===== config.mk =====
export PLATFORM = sky130hd
export DESIGN_NAME = mem_pattern_engine
export DESIGN_NICKNAME = d
export VERILOG_FILES = /design/src/rtl/mpe_pkg.sv /design/src/rtl/mpe_patgen.sv /design/src/rtl/mpe_datapath.sv /design/src/rtl/mpe_ctrl.sv /design/src/rtl/mem_pattern_engine.sv
export SDC_FILE = /design/constraint.sdc
export NUM_CORES = 1
export LEC_CHECK = 0
export ABC_AREA = 1
export ABC_CLOCK_PERIOD_IN_PS = 7300
export BUFFER_PORTS_ARGS = -buffer_cell sky130_fd_sc_hd__buf_2
export CORE_ASPECT_RATIO = 1.5
export CORE_MARGIN = 2
export CORE_UTILIZATION = 45
export DETAILED_ROUTE_END_ITERATION = 8
export PLACE_DENSITY = 0.71
export SLEW_MARGIN = 20
export SYNTH_ARGS = -nofsm -noshare
export SYNTH_HDL_FRONTEND = slang
export SYNTH_SLANG_ARGS = --single-unit
export TNS_END_PERCENT = 100

===== constraint.sdc =====
create_clock -name clk -period 7.3 [get_ports clk]
set_clock_uncertainty 0.15 [all_clocks]
set_input_delay 1.46 -clock clk [delete_from_list [all_inputs] [get_ports clk]]
set_output_delay 1.46 -clock clk [all_outputs]
set_load 0.05 [all_outputs]

===== src/rtl/mpe_pkg.sv =====
package mpe_pkg;

  // Pattern cases in the order the engine applies them
  typedef enum logic [2:0] {
    CASE_ZERO  = 3'd0,
    CASE_ONES  = 3'd1,
    CASE_FIVES = 3'd2,
    CASE_AAS   = 3'd3,
    CASE_WALK  = 3'd4,
    CASE_INDEX = 3'd5,
    CASE_NINDEX = 3'd6
  } caseSel_e;

  localparam caseSel_e LAST_CASE = CASE_NINDEX;

  typedef enum logic [1:0] {
    ST_IDLE,
    ST_WRITE,
    ST_READ,
    ST_DRAIN
  } ctrlState_e;

  // Strobes from control to datapath
  typedef struct packed {
    logic clrIdx;   // restart word index at 0
    logic wrStb;    // issue write of current word, advance index
    logic rdStb;    // issue read of current word, advance index
    logic chkEn;    // compare results are meaningful, latch first mismatch
    logic clrRpt;   // wipe failure report
  } dpCtl_t;

endpackage


===== src/rtl/mpe_patgen.sv =====
module mpe_patgen
  import mpe_pkg::*;
#(
  parameter int DATA_W = 32,
  parameter int IDX_W  = 30
) (
  input  caseSel_e            caseSel,
  input  logic [IDX_W-1:0]    idx,
  output logic [DATA_W-1:0]   pat
);

  localparam int SH_W = $clog2(DATA_W);

  always_comb begin
    pat = '0;
    unique case (caseSel)
      CASE_ZERO:   pat = '0;
      CASE_ONES:   pat = '1;
      CASE_FIVES:  pat = {(DATA_W/2){2'b01}};
      CASE_AAS:    pat = {(DATA_W/2){2'b10}};
      CASE_WALK:   pat[idx[SH_W-1:0]] = 1'b1;
      CASE_INDEX:  pat = DATA_W'(idx);
      CASE_NINDEX: pat = ~DATA_W'(idx);
      default:     pat = '0;
    endcase
  end

endmodule


===== src/rtl/mpe_datapath.sv =====
module mpe_datapath
  import mpe_pkg::*;
#(
  parameter int ADDR_W   = 32,
  parameter int DATA_W   = 32,
  parameter int BYTE_LG2 = 2,
  parameter int IDX_W    = ADDR_W - BYTE_LG2
) (
  input  logic              clk,
  input  logic              rstN,
  input  dpCtl_t            ctl,
  input  caseSel_e          caseSel,
  input  logic [ADDR_W-1:0] winStart,
  input  logic [IDX_W-1:0]  winLast,
  output logic              memReq,
  output logic              memWe,
  output logic [ADDR_W-1:0] memAddr,
  output logic [DATA_W-1:0] memWdata,
  input  logic [DATA_W-1:0] memRdata,
  output logic              isLast,
  output logic              pendBusy,
  output logic              mismatch,
  output logic [ADDR_W-1:0] failAddr,
  output logic [DATA_W-1:0] failExp,
  output logic [DATA_W-1:0] failGot
);

  localparam logic [IDX_W-1:0] IDX_ONE = IDX_W'(1);

  logic [IDX_W-1:0]  idx;
  logic [DATA_W-1:0] curPat;

  // read pipeline: request stage, then capture stage
  logic              pendValid;
  logic [ADDR_W-1:0] pendAddr;
  logic [DATA_W-1:0] pendExp;
  logic              capValid;
  logic [ADDR_W-1:0] capAddr;
  logic [DATA_W-1:0] capExp;
  logic [DATA_W-1:0] capData;

  mpe_patgen #(.DATA_W(DATA_W), .IDX_W(IDX_W)) u_patgen (
    .caseSel (caseSel),
    .idx     (idx),
    .pat     (curPat)
  );

  assign memReq   = ctl.wrStb | ctl.rdStb;
  assign memWe    = ctl.wrStb;
  assign memAddr  = winStart + {idx, {BYTE_LG2{1'b0}}};
  assign memWdata = curPat;
  assign isLast   = (idx == winLast);
  assign pendBusy = pendValid;
  // compare uses only the captured word, never a second read
  assign mismatch = capValid && (capData != capExp);

  always_ff @(posedge clk or negedge rstN) begin
    if (!rstN) begin
      idx <= '0;
    end else if (ctl.clrIdx) begin
      idx <= '0;
    end else if (ctl.wrStb || ctl.rdStb) begin
      idx <= idx + IDX_ONE;
    end
  end

  always_ff @(posedge clk or negedge rstN) begin
    if (!rstN) begin
      pendValid <= 1'b0;
      pendAddr  <= '0;
      pendExp   <= '0;
      capValid  <= 1'b0;
      capAddr   <= '0;
      capExp    <= '0;
      capData   <= '0;
    end else begin
      pendValid <= ctl.rdStb;
      pendAddr  <= memAddr;
      pendExp   <= curPat;
      capValid  <= pendValid;
      capAddr   <= pendAddr;
      capExp    <= pendExp;
      capData   <= memRdata;
    end
  end

  always_ff @(posedge clk or negedge rstN) begin
    if (!rstN) begin
      failAddr <= '0;
      failExp  <= '0;
      failGot  <= '0;
    end else if (ctl.clrRpt) begin
      failAddr <= '0;
      failExp  <= '0;
      failGot  <= '0;
    end else if (ctl.chkEn && mismatch) begin
      failAddr <= capAddr;
      failExp  <= capExp;
      failGot  <= capData;
    end
  end


  idx_bound_chk: assert property (@(posedge clk) disable iff (!rstN)
    (ctl.wrStb || ctl.rdStb) |-> (idx <= winLast));


  one_dir_chk: assert property (@(posedge clk) disable iff (!rstN)
    !(ctl.wrStb && ctl.rdStb));

endmodule


===== src/rtl/mpe_ctrl.sv =====
module mpe_ctrl
  import mpe_pkg::*;
#(
  parameter int ADDR_W   = 32,
  parameter int STEP_LG2 = 20,
  parameter int WIN_LG2  = 11,
  parameter int BYTE_LG2 = 2,
  parameter int IDX_W    = ADDR_W - BYTE_LG2
) (
  input  logic              clk,
  input  logic              rstN,
  input  logic              start,
  input  logic              slowMode,
  input  logic [ADDR_W-1:0] baseAddr,
  input  logic [ADDR_W-1:0] regionSize,
  input  logic              isLast,
  input  logic              pendBusy,
  input  logic              mismatch,
  output dpCtl_t            ctl,
  output caseSel_e          caseSel,
  output logic [ADDR_W-1:0] winStart,
  output logic [IDX_W-1:0]  winLast,
  output logic              busy,
  output logic              done,
  output logic              pass
);

  localparam int K_W = ADDR_W - STEP_LG2 + 1;
  localparam logic [K_W-1:0]    K_ONE      = K_W'(1);
  localparam logic [ADDR_W-1:0] HALF_BYTES = ADDR_W'(1) << WIN_LG2;
  localparam logic [IDX_W-1:0]  HALF_LAST  = IDX_W'((1 << (WIN_LG2 - BYTE_LG2)) - 1);

  ctrlState_e        state;
  logic              slowQ;
  logic              sideHigh;   // 1: window starts at the boundary
  logic [ADDR_W-1:0] baseQ;
  logic [K_W-1:0]    nSteps;
  logic [K_W-1:0]    kQ;
  logic [K_W-1:0]    kNext;
  logic              lastStep;
  logic [ADDR_W-1:0] sizeWords;
  logic [K_W-1:0]    sizeSteps;

  function automatic logic [ADDR_W-1:0] boundaryAt(input logic [ADDR_W-1:0] b,
                                                   input logic [K_W-1:0] k);
    return b + (ADDR_W'(k) << STEP_LG2);
  endfunction

  assign sizeWords = regionSize >> BYTE_LG2;
  assign sizeSteps = K_W'(regionSize >> STEP_LG2);
  assign kNext     = kQ + K_ONE;
  assign lastStep  = (kNext >= nSteps);
  assign busy      = (state != ST_IDLE);

  always_comb begin
    ctl = '0;
    unique case (state)
      ST_IDLE: begin
        ctl.clrIdx = start;
        ctl.clrRpt = start;
      end
      ST_WRITE: begin
        ctl.wrStb  = 1'b1;
        ctl.clrIdx = isLast;
      end
      ST_READ: begin
        ctl.rdStb  = 1'b1;
        ctl.chkEn  = 1'b1;
        ctl.clrIdx = isLast;
      end
      ST_DRAIN: begin
        ctl.chkEn  = 1'b1;
      end
      default: ;
    endcase
  end

  always_ff @(posedge clk or negedge rstN) begin
    if (!rstN) begin
      state    <= ST_IDLE;
      caseSel  <= CASE_ZERO;
      slowQ    <= 1'b0;
      sideHigh <= 1'b0;
      baseQ    <= '0;
      nSteps   <= '0;
      kQ       <= '0;
      winStart <= '0;
      winLast  <= '0;
      done     <= 1'b0;
      pass     <= 1'b0;
    end else begin
      unique case (state)
        ST_IDLE: begin
          if (start) begin
            slowQ    <= slowMode;
            baseQ    <= baseAddr;
            caseSel  <= CASE_ZERO;
            kQ       <= '0;
            sideHigh <= 1'b1;
            winStart <= baseAddr;
            nSteps   <= sizeSteps;
            done     <= 1'b0;
            pass     <= 1'b0;
            if (slowMode) begin
              winLast <= IDX_W'(sizeWords - ADDR_W'(1));
              if (sizeWords == '0) begin
                done <= 1'b1;
                pass <= 1'b1;
              end else begin
                state <= ST_WRITE;
              end
            end else begin
              winLast <= HALF_LAST;
              if (sizeSteps == '0) begin
                done <= 1'b1;
                pass <= 1'b1;
              end else begin
                state <= ST_WRITE;
              end
            end
          end
        end
        ST_WRITE: begin
          if (isLast) state <= ST_READ;
        end
        ST_READ: begin
          if (mismatch) begin
            state <= ST_IDLE;
            done  <= 1'b1;
            pass  <= 1'b0;
          end else if (isLast) begin
            state <= ST_DRAIN;
          end
        end
        ST_DRAIN: begin
          if (mismatch) begin
            state <= ST_IDLE;
            done  <= 1'b1;
            pass  <= 1'b0;
          end else if (!pendBusy) begin
            if (caseSel != LAST_CASE) begin
              caseSel <= caseSel_e'(caseSel + 3'd1);
              state   <= ST_WRITE;
            end else begin
              caseSel <= CASE_ZERO;
              if (slowQ || (sideHigh && lastStep)) begin
                state <= ST_IDLE;
                done  <= 1'b1;
                pass  <= 1'b1;
              end else if (!sideHigh) begin
                sideHigh <= 1'b1;
                winStart <= boundaryAt(baseQ, kQ);
                state    <= ST_WRITE;
              end else begin
                kQ       <= kNext;
                sideHigh <= 1'b0;
                winStart <= boundaryAt(baseQ, kNext) - HALF_BYTES;
                state    <= ST_WRITE;
              end
            end
          end
        end
        default: state <= ST_IDLE;
      endcase
    end
  end


  case_order_chk: assert property (@(posedge clk) disable iff (!rstN)
    (caseSel != $past(caseSel)) |->
      ((caseSel == caseSel_e'($past(caseSel) + 3'd1)) || (caseSel == CASE_ZERO)));


  busy_done_chk: assert property (@(posedge clk) disable iff (!rstN)
    busy |-> !done);


  pass_done_chk: assert property (@(posedge clk) disable iff (!rstN)
    pass |-> done);


  win_move_chk: assert property (@(posedge clk) disable iff (!rstN)
    (busy && (winStart != $past(winStart))) |-> (caseSel == CASE_ZERO));

endmodule


===== src/rtl/mem_pattern_engine.sv =====
module mem_pattern_engine
  import mpe_pkg::*;
#(
  parameter int ADDR_W   = 32,
  parameter int DATA_W   = 32,
  parameter int STEP_LG2 = 20,
  parameter int WIN_LG2  = 11
) (
  input  logic              clk,
  input  logic              rstN,
  input  logic              start,
  input  logic              slowMode,
  input  logic [ADDR_W-1:0] baseAddr,
  input  logic [ADDR_W-1:0] regionSize,
  output logic              busy,
  output logic              done,
  output logic              pass,
  output logic              memReq,
  output logic              memWe,
  output logic [ADDR_W-1:0] memAddr,
  output logic [DATA_W-1:0] memWdata,
  input  logic [DATA_W-1:0] memRdata,
  output logic [ADDR_W-1:0] failAddr,
  output logic [DATA_W-1:0] failExp,
  output logic [DATA_W-1:0] failGot
);

  localparam int BYTE_LG2 = $clog2(DATA_W / 8);
  localparam int IDX_W    = ADDR_W - BYTE_LG2;

  dpCtl_t            ctl;
  caseSel_e          caseSel;
  logic [ADDR_W-1:0] winStart;
  logic [IDX_W-1:0]  winLast;
  logic              isLast;
  logic              pendBusy;
  logic              mismatch;

  mpe_ctrl #(
    .ADDR_W(ADDR_W), .STEP_LG2(STEP_LG2), .WIN_LG2(WIN_LG2),
    .BYTE_LG2(BYTE_LG2), .IDX_W(IDX_W)
  ) u_ctrl (
    .clk(clk), .rstN(rstN), .start(start), .slowMode(slowMode),
    .baseAddr(baseAddr), .regionSize(regionSize),
    .isLast(isLast), .pendBusy(pendBusy), .mismatch(mismatch),
    .ctl(ctl), .caseSel(caseSel), .winStart(winStart), .winLast(winLast),
    .busy(busy), .done(done), .pass(pass)
  );

  mpe_datapath #(
    .ADDR_W(ADDR_W), .DATA_W(DATA_W), .BYTE_LG2(BYTE_LG2), .IDX_W(IDX_W)
  ) u_dp (
    .clk(clk), .rstN(rstN), .ctl(ctl), .caseSel(caseSel),
    .winStart(winStart), .winLast(winLast),
    .memReq(memReq), .memWe(memWe), .memAddr(memAddr), .memWdata(memWdata),
    .memRdata(memRdata), .isLast(isLast), .pendBusy(pendBusy),
    .mismatch(mismatch), .failAddr(failAddr), .failExp(failExp), .failGot(failGot)
  );


  fail_rpt_chk: assert property (@(posedge clk) disable iff (!rstN)
    (done && !pass) |-> (failExp != failGot));


  idle_quiet_chk: assert property (@(posedge clk) disable iff (!rstN)
    !busy |-> !memReq);


  done_hold_chk: assert property (@(posedge clk) disable iff (!rstN)
    (done && !start) |=> done);

endmodule


==> qor.txt <==
Fin Hold WS: 196 ps
Slew HR: 33.9%
Hold/Removal Path Class: flop to flop
clock sink count: 416
Synth top area share: 49.7%
fin crit period: 5340 ps
Final Hold Fails: 0
Clock Latency Late Sink: 560 ps
DR vias/cell: 5.42
gp weighted congestion: 0.974
startpoint class of the critical path: flop
Detailed Routing Iterations Pass 1: 8
critical path fanouts, max: 7
Placed Cells: 3266
post-route DRC violation count: 0
Post-Syn Area: 0.0210 sq mm
Max rail drop VDD: 189 uV
cts repair resizes: 0
Layout area overhead: 15.7%
pin count of the biggest net entering global routing: 164
Die H: 268 um
worst hold path endpoint: u_dp.capAddr[24]$_DFF_PN0_
max-cap violation count: 0
postcts setup bufs: 0
hold_sp: u_dp.pendAddr[24]$_DFF_PN0_
Top-Level Pins: 265
1st-iter DRT viols: 1316
Clk pin slew, worst setup/hold paths: 70 ps
Worst EP required: 5690 ps
asr flop ratio synth: 100%
crit path DAT: 3730 ps
reg2reg path depth: 20
power per cell area: 197 mW/mm^2
CTS root buf: clkbuf_16
initial antenna violation count: 4
Post-DRT Antenna Nets: 0
Post-synth EDFFs: 0
Final nets: 2916
Total Negative Setup Slacks: 0 ps
status: finished, final reports clean
hold path cells: 0
vias: 18119
Total Routing Usage GR: 24.9%
Slowest cell on crit path: dfrtp_1
drt total wl: 61000 um
Yosys reg bits: 416
area of the core: 0.0459 sq mm
r2r setup slk: 3110 ps
critical-path cell list: inv_1 > fa_1 > nand3b_1 > nand2_1 > nand3_1 > nand2_1 > a21oi_1 > o21ai_0 > a21oi_1 > o21bai_1 > xor2_1 > buf_2
capture point of the worst reg-to-reg path: u_ctrl.winStart[15]$_DFFE_PN0P_
top post-synthesis cells by count: nand2_1, dfrtp_1, inv_1
Placed Area: 0.0227 sq mm
Critical R2R Launch: u_ctrl.kQ[0]$_DFFE_PN0P_
TritonCTS Buffers: 42
initial core utilization: 45.7%
main area contributors after synthesis: dfrtp_1, nand2_1, inv_1, ha_1, o21ai_0
synthesized area per cell: 8.44 sq um
vias in the first global route: 18134
CP delay by family, top: compound AO/OA/AOI/OAI gates
Yosys cell types: 55
post-synthesis sequential area ratio: 49.7%
TritonCTS clock tree: done
Max Clk Rate: 187 MHz
Buf/Inv on CP: 2
final setup fails: 0
chip width: 180 um
fin area: 0.0242 sq mm
CP peak stage delay: 540 ps
grt ovf: 0
total power: 4.77 mW
Mapped Nets: 2678
CTS Buffer Depth: 3
global-route wire length before repair: 95900 um
Post-Syn Instances: 2484
H-Tree Depth: 2
die area: 0.0483 sq mm
port buffer count: 262
RSZ-0062 raised after global routing: no
yosys warns: 0
# rows: 96
prevailing post-synth register cell: dfrtp_1
CP endpoint kind: primary output
CTS Hold Bufs: 0
most frequent cell after synthesis: nand2_1
WL/cell: 18.2 um
final non-filler cell total: 3346
max-slew violations: 0
layout cell share with drive strength beyond 1: 13.9%
worst slew pin tran: 989 ps
leakage power: 12.6 nW
post-synth top area cell: dfrtp_1
fin crit share: 73.1%
critical setup path kind: flop to primary output
hpwl dp: 45600 um
-- cell type report --
type / count / area (sq um)
diodes: 3 / 7.51
clock buffers: 50 / 1150
clock inverters: 27 / 350
fillers: 4272 / 21600
inverters: 416 / 1560
multi-input cells: 1571 / 8600
flip-flops and latches: 416 / 10400
well taps: 588 / 736
repair buffers: 275 / 1440
-- sequential cells by signal (all words and copies together) (netlist names), 30 cells and up --
name	count
u_dp.pendAddr	32
u_dp.pendExp	32
u_dp.failGot	32
u_dp.capAddr	32
u_ctrl.winLast	30
u_dp.failAddr	32
u_ctrl.baseQ	32
u_dp.capExp	32
u_dp.failExp	32
u_dp.capData	32
u_dp.idx	30
u_ctrl.winStart	32
-- cells by family (layout without fill, tap and decap cells) --
logic type	count (synthesis)	after routing	share of synthesized area, %
AOI/OAI and AO/OA	516	516	14.0
other	0	3	0
DFF	416	416	49.7
and+or+nand+nor	882	882	17.9
adders and majority gates	94	94	5.72
xor gates and xnor gates	79	79	3.30
buffers and inverters	497	768	9.35
-- placed cells by master (no fill, tap or decap), types with 4 or more instances in the layout --
master and instances:
o21a_1 4, ha_1 91, o2111ai_1 10, a22oi_1 6, nor3_1 33, o21ai_1 10, clkinv_2 8, nor2_1 152
or2_2 5, dfrtp_1 416, a31oi_1 10, inv_6 5, buf_4 11, xnor2_1 29, inv_2 4, bufinv_16 6
o211ai_1 18, o221ai_1 6, o31ai_1 5, nand4_1 54, o21bai_1 5, o21ai_0 214, nand2_1 496, clkbuf_16 43
clkbuf_8 5, buf_2 261, nand2_2 8, inv_1 409, a21o_1 6, nand3_1 108, xor2_1 50, nor3b_1 4
a21oi_1 128, o22ai_1 75, nor4_1 8
-- per-layer routing --
metal | vias up | routed length (um) | part of all wire, % | global-route usage, %
met5 | - | 22 | 0.036 | 0
met4 | 6 | 3390 | 5.5 | 13.0
met3 | 209 | 3570 | 5.9 | 3.63
met1 | 8640 | 23800 | 39 | 29.7
li1 | 8597 | - | - | -
met2 | 667 | 30300 | 50 | 43.6
-- power by group --
part / internal [mW] / switching (mW) / total (mW) / leakage [nW]
sequential: 2.31 / 0.00486 / 2.32 / 5.05
combinational: 0.0368 / 0.0964 / 0.133 / 6.85
clock: 1.36 / 0.953 / 2.32 / 0.737
-- worst max-delay path by stage --
stage	depth (start not counted)	slack (ps)	end	from
after floorplan	12	2790	memAddr[24]	u_dp.idx[0]$_DFFE_PN0P_
after global placement	12	2590	memAddr[24]	u_dp.idx[1]$_DFFE_PN0P_
after detailed placement	12	2560	memAddr[24]	u_dp.idx[1]$_DFFE_PN0P_
after CTS	12	1950	memAddr[24]	u_dp.idx[1]$_DFFE_PN0P_
after global routing	12	1770	memAddr[24]	u_dp.idx[1]$_DFFE_PN0P_
final	12	1960	memAddr[24]	u_dp.idx[1]$_DFFE_PN0P_
-- stage by stage --
stage | worst slack [ps] | utilization [%]
after floorplan | 2790 | -
after global placement | 2590 | 49.6
after detailed placement | 2560 | 49.6
after CTS | 1950 | 52.8
after global routing | 1770 | 52.8
final | 1960 | 52.8
No activity file was read; power rests on OpenSTA's default activity.
